==> config.mk <==
export PLATFORM = sky130hd
export DESIGN_NAME = sc_core
export DESIGN_NICKNAME = d
export VERILOG_FILES = /design/src/rtl/sc_pkg.sv /design/src/rtl/sc_decoder.sv /design/src/rtl/sc_regfile.sv /design/src/rtl/sc_alu.sv /design/src/rtl/sc_core.sv
export SDC_FILE = /design/constraint.sdc
export NUM_CORES = 2
export LEC_CHECK = 0
export BUFFER_PORTS_ARGS = -buffer_cell sky130_fd_sc_hd__clkbuf_2
export CAP_MARGIN = 40
export CORE_ASPECT_RATIO = 1.4
export CORE_MARGIN = 2
export CORE_UTILIZATION = 60
export CTS_CLUSTER_DIAMETER = 120
export CTS_CLUSTER_SIZE = 40
export DETAILED_ROUTE_END_ITERATION = 8
export MAX_ROUTING_LAYER = met4
export PLACE_DENSITY = 0.77
export SYNTH_ARGS = -nofsm -noshare
export SYNTH_HDL_FRONTEND = slang
export SYNTH_SLANG_ARGS = --single-unit
==> constraint.sdc <==
create_clock -name clk -period 11.65 [get_ports clk]
set_clock_uncertainty 0.2 [all_clocks]
set_input_delay 0.5825 -clock clk [delete_from_list [all_inputs] [get_ports clk]]
set_output_delay 0.5825 -clock clk [all_outputs]
set_load 0.05 [all_outputs]
==> src/rtl/sc_pkg.sv <==
// Shared definitions for the single-cycle core: instruction field widths,
// opcode and funct codes, ALU operations and the decoded control bundle.
// Assumes the fixed 32-bit R/I instruction layout described in the brief.
package sc_pkg;

    localparam int REG_IDX_W = 5;
    localparam int NUM_REGS  = 1 << REG_IDX_W;
    localparam int IMM_W     = 16;

    localparam logic [5:0] OPC_RTYPE = 6'h00;
    localparam logic [5:0] OPC_ADDI  = 6'h08;
    localparam logic [5:0] OPC_LW    = 6'h23;
    localparam logic [5:0] OPC_SW    = 6'h2B;
    localparam logic [5:0] OPC_BEQ   = 6'h04;

    localparam logic [5:0] FN_ADD = 6'h20;
    localparam logic [5:0] FN_SUB = 6'h22;
    localparam logic [5:0] FN_AND = 6'h24;
    localparam logic [5:0] FN_OR  = 6'h25;
    localparam logic [5:0] FN_SLT = 6'h2A;

    typedef enum logic [2:0] {
        ALU_ADD,
        ALU_SUB,
        ALU_AND,
        ALU_OR,
        ALU_SLT
    } alu_op_e;

    typedef struct packed {
        logic    reg_we;      // instruction writes a register
        logic    dst_is_rd;   // destination is rd (else rt)
        logic    b_is_imm;    // ALU operand B is the sign-extended immediate
        logic    mem_re;      // load
        logic    mem_we;      // store
        logic    wb_from_mem; // writeback takes load data
        logic    is_branch;   // branch on ALU zero
        alu_op_e alu_op;
    } ctrl_t;

endpackage

==> src/rtl/sc_decoder.sv <==
// Control decoder: maps opcode and funct to the control bundle.
// Assumes: unknown opcodes and unknown R-type funct codes decode to an
// all-inactive bundle, so they behave as a no-op.
module sc_decoder
    import sc_pkg::*;
(
    input  logic [5:0] opcode,
    input  logic [5:0] funct,
    output ctrl_t      ctrl
);

    // Purpose: combinational opcode/funct decode.
    always_comb begin
        ctrl = '{reg_we: 1'b0, dst_is_rd: 1'b0, b_is_imm: 1'b0, mem_re: 1'b0,
                 mem_we: 1'b0, wb_from_mem: 1'b0, is_branch: 1'b0, alu_op: ALU_ADD};
        unique case (opcode)
            OPC_RTYPE: begin
                ctrl.dst_is_rd = 1'b1;
                ctrl.reg_we    = 1'b1;
                unique case (funct)
                    FN_ADD:  ctrl.alu_op = ALU_ADD;
                    FN_SUB:  ctrl.alu_op = ALU_SUB;
                    FN_AND:  ctrl.alu_op = ALU_AND;
                    FN_OR:   ctrl.alu_op = ALU_OR;
                    FN_SLT:  ctrl.alu_op = ALU_SLT;
                    default: ctrl.reg_we = 1'b0;
                endcase
            end
            OPC_ADDI: begin
                ctrl.reg_we   = 1'b1;
                ctrl.b_is_imm = 1'b1;
            end
            OPC_LW: begin
                ctrl.reg_we      = 1'b1;
                ctrl.b_is_imm    = 1'b1;
                ctrl.mem_re      = 1'b1;
                ctrl.wb_from_mem = 1'b1;
            end
            OPC_SW: begin
                ctrl.b_is_imm = 1'b1;
                ctrl.mem_we   = 1'b1;
            end
            OPC_BEQ: begin
                ctrl.is_branch = 1'b1;
                ctrl.alu_op    = ALU_SUB;
            end
            default: ;
        endcase
    end

endmodule

==> src/rtl/sc_regfile.sv <==
// Register file: NREG x W, two combinational read ports, one write port.
// Assumes: entry 0 has no storage and reads zero; contents are not reset;
// a read in the cycle of a write returns the old value.
module sc_regfile #(
    parameter int W    = 32,
    parameter int NREG = 32,
    localparam int AW  = $clog2(NREG)
) (
    input  logic          clk,
    input  logic          rst_n,
    input  logic [AW-1:0] raddr_a,
    input  logic [AW-1:0] raddr_b,
    output logic [W-1:0]  rdata_a,
    output logic [W-1:0]  rdata_b,
    input  logic          we,
    input  logic [AW-1:0] waddr,
    input  logic [W-1:0]  wdata
);

    logic [W-1:0] bank [NREG];

    for (genvar g = 0; g < NREG; g++) begin : g_reg
        if (g == 0) begin : g_zero
            assign bank[g] = '0;
        end else begin : g_live
            logic [W-1:0] q;
            // Purpose: capture write data for this entry on its write strobe.
            always_ff @(posedge clk) begin
                if (we && waddr == AW'(g)) q <= wdata;
            end
            assign bank[g] = q;
        end
    end

    assign rdata_a = bank[raddr_a];
    assign rdata_b = bank[raddr_b];

    AST_WRITE_LANDS: assert property (@(posedge clk) disable iff (!rst_n)
        (we && waddr != '0) |=> bank[$past(waddr)] == $past(wdata));

endmodule

==> src/rtl/sc_alu.sv <==
// ALU: add, subtract, AND, OR and signed set-less-than on W-bit operands.
// Assumes: overflow is ignored; zero reflects the selected result.
module sc_alu
    import sc_pkg::*;
#(
    parameter int W = 32
) (
    input  logic [W-1:0] a,
    input  logic [W-1:0] b,
    input  alu_op_e      op,
    output logic [W-1:0] y,
    output logic         zero
);

    // Purpose: select the operation result.
    always_comb begin
        unique case (op)
            ALU_ADD: y = a + b;
            ALU_SUB: y = a - b;
            ALU_AND: y = a & b;
            ALU_OR:  y = a | b;
            ALU_SLT: y = {{(W-1){1'b0}}, ($signed(a) < $signed(b))};
            default: y = a + b;
        endcase
    end

    assign zero = (y == '0);

endmodule

==> src/rtl/sc_core.sv <==
// Single-cycle core top: PC, fetch, decode, register file, ALU, memory
// strobes and writeback, one instruction per clock.
// Assumes: instruction and data memories answer combinationally; reset is
// synchronous active-low and blocks all writes while low.
module sc_core
    import sc_pkg::*;
#(
    parameter int XLEN = 32
) (
    input  logic            clk,
    input  logic            rst_n,
    output logic [XLEN-1:0] imem_addr,
    input  logic [XLEN-1:0] imem_rdata,
    output logic [XLEN-1:0] dmem_addr,
    output logic [XLEN-1:0] dmem_wdata,
    output logic            dmem_re,
    output logic            dmem_we,
    input  logic [XLEN-1:0] dmem_rdata
);

    localparam logic [XLEN-1:0] STEP = XLEN'(4);

    logic [XLEN-1:0]      pc_q, pc_next, pc_plus4, br_target;
    logic [5:0]           opcode, funct;
    logic [REG_IDX_W-1:0] rs_idx, rt_idx, rd_idx, wr_idx;
    logic [IMM_W-1:0]     imm;
    logic [XLEN-1:0]      imm_ext, rs_val, rt_val, alu_b, alu_y, wb_val;
    logic                 alu_zero, take_br, rf_we;
    ctrl_t                ctrl;
    logic                 unused_shamt;

    assign opcode = imem_rdata[31:26];
    assign rs_idx = imem_rdata[25:21];
    assign rt_idx = imem_rdata[20:16];
    assign rd_idx = imem_rdata[15:11];
    assign funct  = imem_rdata[5:0];
    assign imm    = imem_rdata[15:0];
    assign unused_shamt = ^imem_rdata[10:6];

    sc_decoder u_dec (
        .opcode (opcode),
        .funct  (funct),
        .ctrl   (ctrl)
    );

    assign imm_ext = {{(XLEN-IMM_W){imm[IMM_W-1]}}, imm};
    assign wr_idx  = ctrl.dst_is_rd ? rd_idx : rt_idx;
    assign rf_we   = ctrl.reg_we & rst_n;

    sc_regfile #(.W(XLEN), .NREG(NUM_REGS)) u_rf (
        .clk     (clk),
        .rst_n   (rst_n),
        .raddr_a (rs_idx),
        .raddr_b (rt_idx),
        .rdata_a (rs_val),
        .rdata_b (rt_val),
        .we      (rf_we),
        .waddr   (wr_idx),
        .wdata   (wb_val)
    );

    assign alu_b = ctrl.b_is_imm ? imm_ext : rt_val;

    sc_alu #(.W(XLEN)) u_alu (
        .a    (rs_val),
        .b    (alu_b),
        .op   (ctrl.alu_op),
        .y    (alu_y),
        .zero (alu_zero)
    );

    // Writeback mux: load data or ALU result.
    assign wb_val = ctrl.wb_from_mem ? dmem_rdata : alu_y;

    assign dmem_addr  = alu_y;
    assign dmem_wdata = rt_val;
    assign dmem_re    = ctrl.mem_re & rst_n;
    assign dmem_we    = ctrl.mem_we & rst_n;

    // Next-PC: sequential adder and branch-target adder.
    assign pc_plus4  = pc_q + STEP;
    assign br_target = pc_plus4 + (imm_ext << 2);
    assign take_br   = ctrl.is_branch & alu_zero;
    assign pc_next   = take_br ? br_target : pc_plus4;

    // Purpose: PC register with synchronous active-low reset.
    always_ff @(posedge clk) begin
        if (!rst_n) pc_q <= '0;
        else        pc_q <= pc_next;
    end

    assign imem_addr = pc_q;

    AST_PC_RESET: assert property (@(posedge clk)
        !rst_n |=> pc_q == '0);
    AST_PC_STEP: assert property (@(posedge clk) disable iff (!rst_n)
        !(ctrl.is_branch && alu_zero) |=> pc_q == $past(pc_q) + STEP);
    AST_BR_TAKEN: assert property (@(posedge clk) disable iff (!rst_n)
        (ctrl.is_branch && rs_val == rt_val) |=>
        pc_q == $past(pc_q) + STEP + ($past(imm_ext) << 2));
    AST_MEM_EXCL: assert property (@(posedge clk) disable iff (!rst_n)
        !(dmem_re && dmem_we));
    AST_STORE_NOREG: assert property (@(posedge clk) disable iff (!rst_n)
        dmem_we |-> !rf_we);
    AST_R0_ZERO: assert property (@(posedge clk) disable iff (!rst_n)
        (rs_idx == '0) |-> rs_val == '0);

endmodule

==> flow_metrics.env <==
export IMPL_fp_dieH_um=363
export IMPL_synth_top_flop_cell="sky130_fd_sc_hd__edfxtp_1"
export IMPL_initial_utilization_pct=60.5
export IMPL_placeableCoreArea_um2=91100
export IMPL_rsz0062_at_grt="no"
export IMPL_buffer_ports_inserted=161
export IMPL_r2r_worst_path_cells=18
export IMPL_share_of_cells_above_drive_strength_1_pct=30.7
export IMPL_ys_seq_area_share_pct=55.2
export IMPL_seq_power_share_pct=53.5
export IMPL_synthesis_instances=3419
export IMPL_pwr_share_clk_pct=18.8
export IMPL_worst_slew_margin_rel_pct=28.5
export IMPL_cts_tree="yes"
export IMPL_area_sequential_um2=30400
export IMPL_timing_hold_worst_start="dmem_rdata[24]"
export IMPL_fin_crit_ns=8.93
export IMPL_whs_endpoint="u_rf.g_reg[2].g_live.q[24]$_DFFE_PP_"
export IMPL_cp_data_required_time_ns=12.05
export IMPL_multi_input_comb_area_um2=23600
export IMPL_setup_violations_final=0
export IMPL_min_delay_path_class="in2reg"
export IMPL_crit_type="in2reg"
export IMPL_rr_endpoint="imem_addr[22]$_SDFF_PN0_"
export IMPL_grt_overflow_total=0
export IMPL_grt_first_pass_wirelength_mm=244
export IMPL_share_comb_of_total_power_pct=27.8
export IMPL_timing_hold_worst_path_depth=3
export IMPL_vias_per_cell=7.52
export IMPL_max_cap_violations=0
export IMPL_route_vias_total=35300
export IMPL_synth_cell_area_um2=55100
export IMPL_worstReg2RegStart="u_rf.g_reg[15].g_live.q[7]$_DFFE_PP_"
export IMPL_clock_path_buffers=3
export IMPL_timing_final_hold_violations=0
export IMPL_drc=0
export IMPL_postCtsResizedCells=0
export IMPL_switching_share_pct=32.4
export IMPL_clock_tree_htree_level_count=1
export IMPL_timing_worst_slew_pin_value_ns=1.07
export IMPL_outcome="finished, final reports clean"
export IMPL_fp_dieW_um=260
export IMPL_place_hpwl_mm=108
export IMPL_power_leakage_nw=19.8
export IMPL_synth_distinct_cells=84
export IMPL_grtUsageTotal_pct=37.4
export IMPL_cts_hold_repair_buffers=0
export IMPL_die_area_um2=94300
export IMPL_cts_made_buffers=31
export IMPL_pwr_density_cell_nw_per_um2=143
export IMPL_p_int_w=0.00570
export IMPL_setup_worst_path_end_class="flip-flop"
export IMPL_max_clock_freq_mhz=112
export IMPL_switchingPower_w=0.00273
export IMPL_io_pins=164
export IMPL_timing_final_crit_share_pct=76.7
export IMPL_ant_nets=0
export IMPL_clkSinkCount=1022
export IMPL_final_net_count=3692
export IMPL_postCtsSetupRepairBufs=0
export IMPL_clk_root_buffer_cell="sky130_fd_sc_hd__clkbuf_16"
export IMPL_wl_mm=170
export IMPL_worstPathMaxFanout=70
export IMPL_clk_latency_ns=0.73
export IMPL_first_iter_violations=4678
export IMPL_dr_pass1_iters=6
export IMPL_post_syn_area_per_cell_um2=16.1
export IMPL_synth_ff_latch_count=1022
export IMPL_pin_count_of_the_biggest_net_entering_global_routing=149
export IMPL_synth_edf_count=992
export IMPL_arrival_time_of_data_at_the_critical_path_endpoint_ns=9.34
export IMPL_number_of_antenna_violations_at_the_first_check_in_global_routing=1
export IMPL_hold_slack_ns=0.138
export IMPL_first_global_vias=36000
export IMPL_syn2layout_area_growth_pct=6.76
export IMPL_placementRows=131
export IMPL_worst_ir_drop_vdd_mv=0.163
export IMPL_setup_worst_path_start_class="input pin"
export IMPL_fin_tns_setup_ns=0
export IMPL_routed_wire_length_per_instance_um=36.2
export IMPL_weighted_congestion_at_the_end_of_routability_driven_global_placement=1.04
export IMPL_num_fill_cells=6168
export IMPL_setup_reg_to_reg_worst_slack_ns=3.47
export IMPL_synth_async_reset_ratio_pct=0
export IMPL_final_max_slew_violation_count=0
export IMPL_synth_warnings=0
export IMPL_clk_pin_slew_worst_paths_ns=0.14
## worst max-delay path, cell delays in order
cell                        delay, ns
sky130_fd_sc_hd__buf_8           0.58
sky130_fd_sc_hd__inv_1           0.23
sky130_fd_sc_hd__nor2_4          0.78
sky130_fd_sc_hd__buf_4           0.48
sky130_fd_sc_hd__a22o_1          0.21
sky130_fd_sc_hd__mux4_2          0.23
sky130_fd_sc_hd__mux2_2          0.24
sky130_fd_sc_hd__nor2b_1         0.16
sky130_fd_sc_hd__a21oi_1         0.09
sky130_fd_sc_hd__ha_1            0.50
sky130_fd_sc_hd__inv_1           0.13
sky130_fd_sc_hd__a2111oi_0       0.81
sky130_fd_sc_hd__a21o_1          0.27
sky130_fd_sc_hd__o31ai_1         0.09
sky130_fd_sc_hd__a31oi_1         0.18
sky130_fd_sc_hd__o211ai_1        0.31
sky130_fd_sc_hd__nor4_1          0.81
sky130_fd_sc_hd__and4b_1         0.47
sky130_fd_sc_hd__nand4_1         0.26
sky130_fd_sc_hd__nor4_4          0.72
sky130_fd_sc_hd__nand2_2         0.66
sky130_fd_sc_hd__a31o_2          0.47
## layer usage
metal / track usage, % / up-vias / wire, um
met1: 45.0 / 18000 / 54900
met2: 61.1 / 2645 / 85400
met3: 6.37 / 593 / 18900
met4: 19.4 / 0 / 10800
met5: - / - / 0
li1: - / 14100 / -
## state kept, by name, indices dropped and copies added, names as in the netlist
register         count
u_rf.g.g_live.q    992
imem_addr           30
## cells in the final DEF, fill, tap and decap left out, types with 8 or more instances in the layout
| master | n |
|---|---|
| sky130_fd_sc_hd__inv_1 | 141 |
| sky130_fd_sc_hd__nor2_1 | 170 |
| sky130_fd_sc_hd__a31oi_1 | 11 |
| sky130_fd_sc_hd__edfxtp_1 | 992 |
| sky130_fd_sc_hd__a22o_1 | 63 |
| sky130_fd_sc_hd__a21oi_2 | 8 |
| sky130_fd_sc_hd__or3_1 | 11 |
| sky130_fd_sc_hd__and4_1 | 9 |
| sky130_fd_sc_hd__nand2b_1 | 18 |
| sky130_fd_sc_hd__mux2i_1 | 52 |
| sky130_fd_sc_hd__a21o_1 | 19 |
| sky130_fd_sc_hd__or2_2 | 11 |
| sky130_fd_sc_hd__ha_1 | 131 |
| sky130_fd_sc_hd__nand4_1 | 18 |
| sky130_fd_sc_hd__o41ai_1 | 9 |
| sky130_fd_sc_hd__nor2b_1 | 35 |
| sky130_fd_sc_hd__nor3_1 | 31 |
| sky130_fd_sc_hd__nand2_1 | 149 |
| sky130_fd_sc_hd__dfxtp_1 | 30 |
| sky130_fd_sc_hd__o21ai_0 | 54 |
| sky130_fd_sc_hd__nor2_4 | 32 |
| sky130_fd_sc_hd__o21bai_1 | 8 |
| sky130_fd_sc_hd__xnor2_1 | 46 |
| sky130_fd_sc_hd__clkbuf_2 | 153 |
| sky130_fd_sc_hd__mux2_2 | 109 |
| sky130_fd_sc_hd__and2_1 | 8 |
| sky130_fd_sc_hd__a211oi_1 | 14 |
| sky130_fd_sc_hd__buf_4 | 90 |
| sky130_fd_sc_hd__clkbuf_16 | 31 |
| sky130_fd_sc_hd__o22ai_1 | 10 |
| sky130_fd_sc_hd__xor2_1 | 21 |
| sky130_fd_sc_hd__o21a_1 | 33 |
| sky130_fd_sc_hd__nand3_1 | 39 |
| sky130_fd_sc_hd__o31ai_1 | 12 |
| sky130_fd_sc_hd__nor4_1 | 10 |
| sky130_fd_sc_hd__o211ai_1 | 24 |
| sky130_fd_sc_hd__a21oi_1 | 120 |
| sky130_fd_sc_hd__and3_1 | 25 |
| sky130_fd_sc_hd__mux4_2 | 576 |
## worst max-delay path by stage
stage,start,endpoint,slack (ns),cells past startpoint
floorplan,imem_rdata[16],u_rf.g_reg[10].g_live.q[31]$_DFFE_PP_,3.40,19
global placement,imem_rdata[16],imem_addr[22]$_SDFF_PN0_,2.09,21
detailed placement,imem_rdata[16],imem_addr[22]$_SDFF_PN0_,2.02,22
CTS,imem_rdata[16],imem_addr[22]$_SDFF_PN0_,2.76,22
global route,imem_rdata[16],imem_addr[22]$_SDFF_PN0_,2.41,22
finish,imem_rdata[16],imem_addr[22]$_SDFF_PN0_,2.72,22
## per-stage QoR
stage                     power, W  utilization, %  worst slack, ns  cells  instance area (um^2)
final                      0.00844            64.5             2.72   4694                 58800
after global routing       0.00869            64.5             2.41   4693                 58800
after CTS                  0.00841            64.5             2.76   4692                 58800
after detailed placement   0.00689            63.6             2.02   4655                 57900
after global placement     0.00679            63.2             2.09   4637                 57600
after floorplan            0.00608               -             3.40   3420                 55100
## power groups by stage
| stage | clock network, W | registers [W] | logic (W) |
|---|---|---|---|
| floorplan | 0 | 0.00461 | 0.00147 |
| global placement | 0 | 0.00460 | 0.00219 |
| detailed placement | 0 | 0.00460 | 0.00229 |
| CTS | 0.00160 | 0.00451 | 0.00230 |
| global route | 0.00169 | 0.00451 | 0.00249 |
| finish | 0.00158 | 0.00451 | 0.00234 |
## kinds of logic after synthesis
kind of cell | Yosys count | share of synthesized area, %
flip-flops | 1022 | 55.2
multiplexers | 737 | 26.7
AND/OR/NAND/NOR | 602 | 5.25
AO/OA/AOI/OAI | 485 | 6.14
buffers and inverters | 371 | 2.58
adder cells (fa/ha/maj) | 134 | 3.08
XOR/XNOR | 67 | 1.07
other | 1 | 0.00681
## synth_stat cells, drive strengths merged, types with 10 or more instances
cell | number | area, um^2
xor2 | 21 | 184
nand2b | 18 | 113
nand3 | 39 | 195
nor2b | 36 | 225
a211oi | 14 | 105
or3 | 12 | 75.1
inv | 141 | 529
ha | 131 | 1640
clkbuf | 157 | 589
a21o | 19 | 143
and3 | 25 | 156
mux2 | 109 | 1230
xnor2 | 46 | 403
or2 | 11 | 68.8
a22o | 63 | 552
buf | 73 | 303
nand4 | 18 | 113
dfxtp | 30 | 601
o21a | 33 | 248
nand2 | 151 | 569
o21ai | 58 | 290
edfxtp | 992 | 29800
nor4 | 12 | 96.3
o31ai | 12 | 90.1
o22ai | 10 | 62.6
nor2 | 203 | 762
a31oi | 16 | 100
nor3 | 31 | 155
o211ai | 24 | 180
mux2i | 52 | 521
a21oi | 129 | 646
mux4 | 576 | 13000
## layout make-up
type / instances / area share, %
clock inverter: 6 / 0.211
clock buffer: 31 / 1.32
antenna: 1 / 0.00425
timing repair buffer: 269 / 3.19
tap: 1197 / 2.55
inverter: 141 / 0.900
sequential: 1022 / 51.7
multi-input combinational: 2027 / 40.2
No activity file was read; power rests on OpenSTA's default activity.
